==> config.mk <==
export PLATFORM = sky130hd
export DESIGN_NAME = fmb_host_port
export DESIGN_NICKNAME = d
export VERILOG_FILES = /design/src/rtl/fmb_pkg.sv /design/src/rtl/fmb_tx_buf.sv /design/src/rtl/fmb_rx_buf.sv /design/src/rtl/fmb_irq.sv /design/src/rtl/fmb_host_port.sv
export SDC_FILE = /design/constraint.sdc
export NUM_CORES = 2
export LEC_CHECK = 0
export ABC_CLOCK_PERIOD_IN_PS = 3530
export BUFFER_PORTS_ARGS = -buffer_cell sky130_fd_sc_hd__buf_4
export CORE_ASPECT_RATIO = 1.2
export CORE_UTILIZATION = 43
export CTS_CLUSTER_SIZE = 40
export DETAILED_ROUTE_END_ITERATION = 10
export GPL_TIMING_DRIVEN = 0
export PLACE_DENSITY = 0.59
export SYNTH_ARGS = -nofsm -noshare
export SYNTH_HDL_FRONTEND = slang
export SYNTH_SLANG_ARGS = --single-unit
==> constraint.sdc <==
create_clock -name clk -period 3.53 [get_ports clk]
set_clock_uncertainty 0.15 [all_clocks]
set_input_delay 0.1765 -clock clk [delete_from_list [all_inputs] [get_ports clk]]
set_output_delay 0.1765 -clock clk [all_outputs]
set_load 0.03 [all_outputs]
==> src/rtl/fmb_pkg.sv <==
package fmb_pkg;
    localparam logic [2:0] ADDR_TX_WORD = 3'd0;
    localparam logic [2:0] ADDR_TX_CTL  = 3'd1;
    localparam logic [2:0] ADDR_RX_WORD = 3'd2;
    localparam logic [2:0] ADDR_RX_CTL  = 3'd3;
    localparam logic [2:0] ADDR_IRQ_EN  = 3'd4;

    localparam int BIT_TX_GO  = 31;
    localparam int BIT_TX_ERR = 30;
    localparam int BIT_RX_RDY = 31;
    localparam int BIT_RX_ERR = 30;
    localparam int BIT_RX_CRC = 29;
endpackage

==> src/rtl/fmb_tx_buf.sv <==
module fmb_tx_buf #(
    parameter int MAX_BYTES = 256,
    parameter int LEN_W     = 16
) (
    input  logic             clk,
    input  logic             rst_n,
    input  logic             push,
    input  logic [31:0]      push_data,
    input  logic             ctl_wr,
    input  logic [31:0]      ctl_data,
    output logic             busy,
    output logic             err,
    output logic [LEN_W-1:0] len,
    output logic             done,
    output logic             tx_valid,
    input  logic             tx_ready,
    output logic [31:0]      tx_data,
    output logic             tx_last,
    input  logic             tx_fail
);
    import fmb_pkg::*;

    localparam int DEPTH = (MAX_BYTES + 3) / 4;
    localparam int IDX_W = (DEPTH > 1) ? $clog2(DEPTH) : 1;
    localparam int CNT_W = $clog2(DEPTH + 1);

    typedef struct packed {
        logic             busy;
        logic             err;
        logic [LEN_W-1:0] len;
        logic [CNT_W-1:0] nwords;
        logic [CNT_W-1:0] rd_ptr;
        logic [CNT_W-1:0] wr_ptr;
    } tx_state_t;

    tx_state_t   q, d;
    logic [31:0] mem_q [DEPTH];

    logic             launch, clr, push_ok, beat, at_last;
    logic [LEN_W:0]   len_ext, words_ext;

    always_comb begin
        len_ext   = {1'b0, ctl_data[LEN_W-1:0]};
        words_ext = (len_ext + (LEN_W+1)'(3)) >> 2;
        launch    = ctl_wr && ctl_data[BIT_TX_GO] && !q.busy && (len_ext != '0)
                    && (len_ext <= (LEN_W+1)'(MAX_BYTES));
        clr       = ctl_wr && (ctl_data == 32'd0) && !q.busy;
        push_ok   = push && !q.busy && (q.wr_ptr < CNT_W'(DEPTH));
        at_last   = (q.rd_ptr == q.nwords - CNT_W'(1));
        beat      = q.busy && tx_ready;

        d = q;
        if (push_ok) d.wr_ptr = q.wr_ptr + CNT_W'(1);
        if (clr) begin
            d.err = 1'b0;
            d.len = '0;
        end
        if (launch) begin
            d.busy   = 1'b1;
            d.err    = 1'b0;
            d.len    = ctl_data[LEN_W-1:0];
            d.nwords = words_ext[CNT_W-1:0];
            d.rd_ptr = '0;
            d.wr_ptr = '0;
        end
        if (beat) begin
            if (at_last) begin
                d.busy = 1'b0;
                d.err  = tx_fail;
            end else begin
                d.rd_ptr = q.rd_ptr + CNT_W'(1);
            end
        end
    end

    always_ff @(posedge clk) begin
        if (!rst_n) q <= '0;
        else        q <= d;
    end

    always_ff @(posedge clk) begin
        if (push_ok) mem_q[q.wr_ptr[IDX_W-1:0]] <= push_data;
    end

    assign busy     = q.busy;
    assign err      = q.err;
    assign len      = q.len;
    assign done     = beat && at_last;
    assign tx_valid = q.busy;
    assign tx_data  = mem_q[q.rd_ptr[IDX_W-1:0]];
    assign tx_last  = q.busy && at_last;

    // a stalled beat keeps its word
    a_r3_hold_stalled: assert property (@(posedge clk) disable iff (!rst_n)
        (tx_valid && !tx_ready) |=> (tx_valid && $stable(tx_data) && $stable(tx_last)));

    // pushes never land while a frame is being sent
    a_r4_no_push_busy: assert property (@(posedge clk) disable iff (!rst_n)
        q.busy |-> (q.wr_ptr == '0));

    // read position stays inside the launched word count
    a_r2_ptr_bound: assert property (@(posedge clk) disable iff (!rst_n)
        q.busy |-> (q.rd_ptr < q.nwords));
endmodule

==> src/rtl/fmb_rx_buf.sv <==
module fmb_rx_buf #(
    parameter int MAX_BYTES = 256,
    parameter int LEN_W     = 16
) (
    input  logic             clk,
    input  logic             rst_n,
    input  logic             rx_valid,
    output logic             rx_ready,
    input  logic [31:0]      rx_data,
    input  logic             rx_last,
    input  logic [LEN_W-1:0] rx_len,
    input  logic             rx_err,
    input  logic             rx_crc_err,
    input  logic             pop,
    input  logic             ack,
    output logic             rdy,
    output logic             err,
    output logic             crc,
    output logic [LEN_W-1:0] len,
    output logic [31:0]      pop_data
);
    localparam int DEPTH = (MAX_BYTES + 3) / 4;
    localparam int IDX_W = (DEPTH > 1) ? $clog2(DEPTH) : 1;
    localparam int CNT_W = $clog2(DEPTH + 1);

    typedef struct packed {
        logic             rdy;
        logic             err;
        logic             crc;
        logic [LEN_W-1:0] len;
        logic [CNT_W-1:0] wr_ptr;
        logic [CNT_W-1:0] rd_ptr;
    } rx_state_t;

    rx_state_t   q, d;
    logic [31:0] mem_q [DEPTH];

    logic accept, store, pop_ok, rd_in_range;

    always_comb begin
        accept      = rx_valid && !q.rdy;
        store       = accept && (q.wr_ptr < CNT_W'(DEPTH));
        rd_in_range = q.rd_ptr < CNT_W'(DEPTH);
        pop_ok      = pop && q.rdy && rd_in_range;

        d = q;
        if (pop_ok) d.rd_ptr = q.rd_ptr + CNT_W'(1);
        if (ack) begin
            d.rdy    = 1'b0;
            d.err    = 1'b0;
            d.crc    = 1'b0;
            d.len    = '0;
            d.rd_ptr = '0;
        end
        if (accept) begin
            if (rx_last) begin
                d.rdy    = 1'b1;
                d.err    = rx_err;
                d.crc    = rx_crc_err;
                d.len    = rx_len;
                d.wr_ptr = '0;
                d.rd_ptr = '0;
            end else if (store) begin
                d.wr_ptr = q.wr_ptr + CNT_W'(1);
            end
        end
    end

    always_ff @(posedge clk) begin
        if (!rst_n) q <= '0;
        else        q <= d;
    end

    always_ff @(posedge clk) begin
        if (store) mem_q[q.wr_ptr[IDX_W-1:0]] <= rx_data;
    end

    assign rx_ready = !q.rdy;
    assign rdy      = q.rdy;
    assign err      = q.err;
    assign crc      = q.crc;
    assign len      = q.len;
    assign pop_data = (q.rdy && rd_in_range) ? mem_q[q.rd_ptr[IDX_W-1:0]] : 32'd0;

    // a waiting frame stays put until acknowledged
    a_r8_held_until_ack: assert property (@(posedge clk) disable iff (!rst_n)
        (q.rdy && !ack) |=> (q.rdy && $stable(q.len) && $stable(q.wr_ptr)));

    // readout position never runs past the buffer
    a_r7_rd_bound: assert property (@(posedge clk) disable iff (!rst_n)
        q.rd_ptr <= CNT_W'(DEPTH));
endmodule

==> src/rtl/fmb_irq.sv <==
module fmb_irq (
    input  logic       clk,
    input  logic       rst_n,
    input  logic       en_wr,
    input  logic [1:0] en_data,
    input  logic       tx_clr,
    input  logic       tx_done,
    input  logic       rx_rdy,
    output logic [1:0] en,
    output logic       irq
);
    typedef struct packed {
        logic [1:0] en;
        logic       pend;
    } irq_state_t;

    irq_state_t q, d;

    always_comb begin
        d = q;
        if (en_wr) begin
            d.en = en_data;
            if (!en_data[1]) d.pend = 1'b0;
        end
        if (tx_clr) d.pend = 1'b0;
        if (tx_done && q.en[1]) d.pend = 1'b1;
    end

    always_ff @(posedge clk) begin
        if (!rst_n) q <= '0;
        else        q <= d;
    end

    assign en  = q.en;
    assign irq = (rx_rdy && q.en[0]) || q.pend;

    // a masked completion leaves nothing pending
    a_r10_masked_silent: assert property (@(posedge clk) disable iff (!rst_n)
        (tx_done && !q.en[1] && !q.pend) |=> !q.pend);

    // an enabled completion raises the line
    a_r10_done_raises: assert property (@(posedge clk) disable iff (!rst_n)
        (tx_done && q.en[1]) |=> irq);
endmodule

==> src/rtl/fmb_host_port.sv <==
module fmb_host_port #(
    parameter int MAX_BYTES = 256,
    parameter int LEN_W     = 16
) (
    input  logic             clk,
    input  logic             rst_n,
    input  logic             host_wr,
    input  logic             host_rd,
    input  logic [2:0]       host_addr,
    input  logic [31:0]      host_wdata,
    output logic [31:0]      host_rdata,
    output logic             irq,
    output logic             tx_valid,
    input  logic             tx_ready,
    output logic [31:0]      tx_data,
    output logic             tx_last,
    output logic [LEN_W-1:0] tx_len,
    input  logic             tx_fail,
    input  logic             rx_valid,
    output logic             rx_ready,
    input  logic [31:0]      rx_data,
    input  logic             rx_last,
    input  logic [LEN_W-1:0] rx_len,
    input  logic             rx_err,
    input  logic             rx_crc_err
);
    import fmb_pkg::*;

    typedef struct packed {
        logic [31:0] rdata;
    } port_state_t;

    port_state_t q, d;

    logic wr_zero, tx_push, tx_ctl_wr, tx_clr, rx_pop, rx_ack, en_wr;
    logic tx_busy, tx_err, tx_done;
    logic [LEN_W-1:0] tx_len_q, rx_len_q;
    logic rx_rdy, rx_err_q, rx_crc_q;
    logic [31:0] rx_word;
    logic [1:0] irq_en;

    assign wr_zero   = (host_wdata == 32'd0);
    assign tx_push   = host_wr && (host_addr == ADDR_TX_WORD);
    assign tx_ctl_wr = host_wr && (host_addr == ADDR_TX_CTL);
    assign tx_clr    = tx_ctl_wr && wr_zero;
    assign rx_pop    = host_rd && (host_addr == ADDR_RX_WORD);
    assign rx_ack    = host_wr && (host_addr == ADDR_RX_CTL) && wr_zero;
    assign en_wr     = host_wr && (host_addr == ADDR_IRQ_EN);

    fmb_tx_buf #(.MAX_BYTES(MAX_BYTES), .LEN_W(LEN_W)) u_tx (
        .clk       (clk),
        .rst_n     (rst_n),
        .push      (tx_push),
        .push_data (host_wdata),
        .ctl_wr    (tx_ctl_wr),
        .ctl_data  (host_wdata),
        .busy      (tx_busy),
        .err       (tx_err),
        .len       (tx_len_q),
        .done      (tx_done),
        .tx_valid  (tx_valid),
        .tx_ready  (tx_ready),
        .tx_data   (tx_data),
        .tx_last   (tx_last),
        .tx_fail   (tx_fail)
    );

    fmb_rx_buf #(.MAX_BYTES(MAX_BYTES), .LEN_W(LEN_W)) u_rx (
        .clk        (clk),
        .rst_n      (rst_n),
        .rx_valid   (rx_valid),
        .rx_ready   (rx_ready),
        .rx_data    (rx_data),
        .rx_last    (rx_last),
        .rx_len     (rx_len),
        .rx_err     (rx_err),
        .rx_crc_err (rx_crc_err),
        .pop        (rx_pop),
        .ack        (rx_ack),
        .rdy        (rx_rdy),
        .err        (rx_err_q),
        .crc        (rx_crc_q),
        .len        (rx_len_q),
        .pop_data   (rx_word)
    );

    fmb_irq u_irq (
        .clk     (clk),
        .rst_n   (rst_n),
        .en_wr   (en_wr),
        .en_data (host_wdata[1:0]),
        .tx_clr  (tx_clr),
        .tx_done (tx_done),
        .rx_rdy  (rx_rdy),
        .en      (irq_en),
        .irq     (irq)
    );

    always_comb begin
        logic [31:0] word;
        word = 32'd0;
        unique case (host_addr)
            ADDR_TX_CTL: begin
                word[BIT_TX_GO]   = tx_busy;
                word[BIT_TX_ERR]  = tx_err;
                word[LEN_W-1:0]   = tx_len_q;
            end
            ADDR_RX_WORD: word = rx_word;
            ADDR_RX_CTL: begin
                word[BIT_RX_RDY]  = rx_rdy;
                word[BIT_RX_ERR]  = rx_err_q;
                word[BIT_RX_CRC]  = rx_crc_q;
                word[LEN_W-1:0]   = rx_len_q;
            end
            ADDR_IRQ_EN: word[1:0] = irq_en;
            default: word = 32'd0;
        endcase
        d = q;
        if (host_rd) d.rdata = word;
    end

    always_ff @(posedge clk) begin
        if (!rst_n) q <= '0;
        else        q <= d;
    end

    assign host_rdata = q.rdata;
    assign tx_len     = tx_len_q;

    // no receive word is taken while a frame waits
    a_r6_stall_when_full: assert property (@(posedge clk) disable iff (!rst_n)
        (rx_rdy && !rx_ack) |=> !rx_ready);

    // launch with busy clear makes busy visible next cycle
    a_r3_launch_busy: assert property (@(posedge clk) disable iff (!rst_n)
        (tx_ctl_wr && host_wdata[BIT_TX_GO] && !tx_busy && (host_wdata[LEN_W-1:0] != '0)
         && ({1'b0, host_wdata[LEN_W-1:0]} <= (LEN_W+1)'(MAX_BYTES))) |=> tx_valid);
endmodule

==> flow_summary.ini <==
[status]
status = finished, violations left
violations = setup timing

[drt]
vias = 82200
drc = 0
wl_mm = 505
viasPerCell = 6.16
drtIter0Drc = 11600
wl_per_cell_microns = 37.9
final_antenna_net_count = 0
drtPass1Iterations = 7

[critical_path]
worstSetupPathType = flop to output pin
crit-reg2reg-launch = u_rx.rdy$_SDFF_PN0_
cp-end-kind = output pin
start_kind = flop
worst-path-max-fanout = 8
cp-startpoint = u_tx.q[7]$_SDFF_PN0_
cp.arrival_ps = 3990
required_ps = 3200

[global_routing]
antenna_found_initial = 42
grt_usage_pct = 26.5
grt-ovfl-total = 0
grt_max_degree = 71
grt_pass1_wl_mm = 681
grt_pass1_vias = 82300

[synth]
yosysSeqAreaShare_pct = 77.7
postSynth.asyncResetShare_pct = 0
yosysTopAreaCell = edfxtp_1
synth_xor_area_share_pct = 0.150
synth_adder_area_share_pct = 0.0389
yosysMostFrequentCell = edfxtp_1
synth-simple-area-share_pct = 1.56
synth.area.top_cells = edfxtp_1 76%, mux4_2 17%, dfxtp_1 1.3%
syn_area_sq_um = 161000
synthCells = 6894
avgSynthCellArea_sq_um = 23.3
ys_top_cells_by_count = 4096 x edfxtp_1, 1196 x mux4_2, 202 x nor2_1
synth-edff-count = 4096
synth_ff_type = edfxtp_1
synth_top_family_by_area = multiplexers
synthMuxAreaShare_pct = 17.9
syn-num-nets = 6992
synth_compound_area_share_pct = 1.40
synth_top_area_share_pct = 76.4
ys_seq_elements = 4203
ys_warn_count = 0
synth_cell_type_count = 67

[clock_tree]
cts_buffer_depth = 4
cts_buffers = 416
cts-root-buf = clkbuf_16
cts_max_level = 5
clk_latency_ps = 1020
clk_pin_slew_ps = 60
cts_sinks = 4203
cts_tree = built

[hold_path]
hp-class = primary input to flop
hp-start = rx_data[26]

[layout]
fillCellCount = 28400
synthToLayoutAreaGrowth_pct = 19.8
drive_gt1_share_pct = 34.4
layout.nets = 8118
postLayoutCoreUtil_pct = 51.9

[sta]
post-route-min-period_ps = 4320
post-route-period-util_pct = 122
fmax_mhz = 232
fin_ws_ps = -786
setup_viol = 103
slew_violations = 0
setup_tns_ps = -27310
grt_setup_unrepaired = yes
slew_headroom_pct = 19.0
tightest_slew_ps = 1210
finalHoldViolCount = 0

[power]
leakage_nw = 58.7
finalPower_mw = 101
p_per_area_nw_per_um2 = 521
vdd_drop_max_mv = 0.492

[run]
drv_cap = 0

[die]
die_w_microns = 561
start_util_pct = 43.3
rows = 245
io-pin-count = 177
die_h_microns = 672
die_area_sq_um = 377000
core_sq_um = 372000

[placed_design]
place_ws_ps = -2020
dpl.hpwl_mm = 334
routabilityCongestion = 0.946
port_buffers = 172
what timing repair did:
action | CTS | global route
gates cloned | 8 | 5
setup endpoints to repair | 3021 | 1258
pin swaps | 116 | 16
gates resized for setup | 619 | 73
hold buffers | 127 | 0
endpoints found under the hold margin | 4178 | 0
buffers inserted | 228 | 27
per-layer routing:
metal	vias up	share of wire, %	track usage [%]
met3	1115	9.0	5.57
met4	26	7.0	15.1
met1	44300	34	31.3
met5	-	0.054	0
met2	4810	50	45.1
li1	31900	-	-
report_power, final:
group | switching (mW) | leakage, nW | internal [mW] | total, mW
Sequential | 0.0338 | 37.7 | 54.8 | 54.8
Combinational | 1.34 | 14.5 | 0.357 | 1.69
Clock | 19.2 | 6.52 | 24.9 | 44.0
Total | 20.5 | 58.7 | 80.0 | 101
worst max-delay path, cell delays in order, from the launching register on:
cell and delay (ps):
dfxtp_4 420, buf_12 190, buf_16 220, clkbuf_16 210, mux4_2 520, mux4_2 640
mux4_2 600, buf_4 220
flip-flops by register name, summed over array words and instances (netlist names):
register and flops:
u_rx.crc 1, u_rx.mem_q 2048, u_rx.rdy 1, host_rdata 32, u_tx.q 21, u_tx.len 16, u_tx.err 1, u_irq.q 1
u_rx.q 14, u_tx.mem_q 2048, u_rx.len 16, u_rx.err 1, u_irq.en 2, u_tx.busy 1
through the flow:
step                std cells  cell area, sq um  hold slack, ps
finish                  13300            193000             153
global route            13300            193000             129
CTS                     13300            192000            38.3
detailed placement      12200            173000             310
global placement        12000            168000             305
floorplan                6894            161000             125
cell type report:
cell class              instances  area [sq um]  share of cell area (%)
diodes                         18          45.0                  0.0234
plain buffers                 382          3370                    1.75
clock buffers                 521         10900                    5.67
clock inverters               249          2460                    1.27
inverters                      13          48.8                  0.0253
multi-input cells            2290         35200                    18.2
flip-flops and latches       4203        125000                    64.9
well taps                    4940          6180                    3.21
repair buffers                714          9470                    4.91
kinds of logic after synthesis:
logic type | Yosys count
flip-flops | 4203
multiplexers | 1385
AND/OR/NAND/NOR | 544
buffers and inverters | 401
AO/OA/AOI/OAI | 330
XOR/XNOR | 26
adder cells (fa/ha/maj) | 5
path summary, 6_finish.rpt:
path / to / slack [ps] / depth (start not counted)
max reg2reg: u_rx.mem_q[44][7]$_DFFE_PP_ / -150 / 8
min: u_rx.mem_q[21][26]$_DFFE_PP_ / 150 / 2
max: tx_data[4] / -790 / 7
min reg2reg: u_rx.len[4]$_SDFF_PN0_ / 340 / 2
layout by cell type, fill, tap and decap left out, drive strengths merged, types with 107 or more instances in the layout:
cell / synthesis / routed
clkinv: 0 / 191
mux2i: 174 / 174
clkbuf: 172 / 692
edfxtp: 4096 / 4096
nor2: 202 / 202
dlygate4sd3: 0 / 127
nand2: 127 / 127
dfxtp: 107 / 107
mux4: 1196 / 1196
buf: 216 / 790
Power figures use the tool's default switching activity.
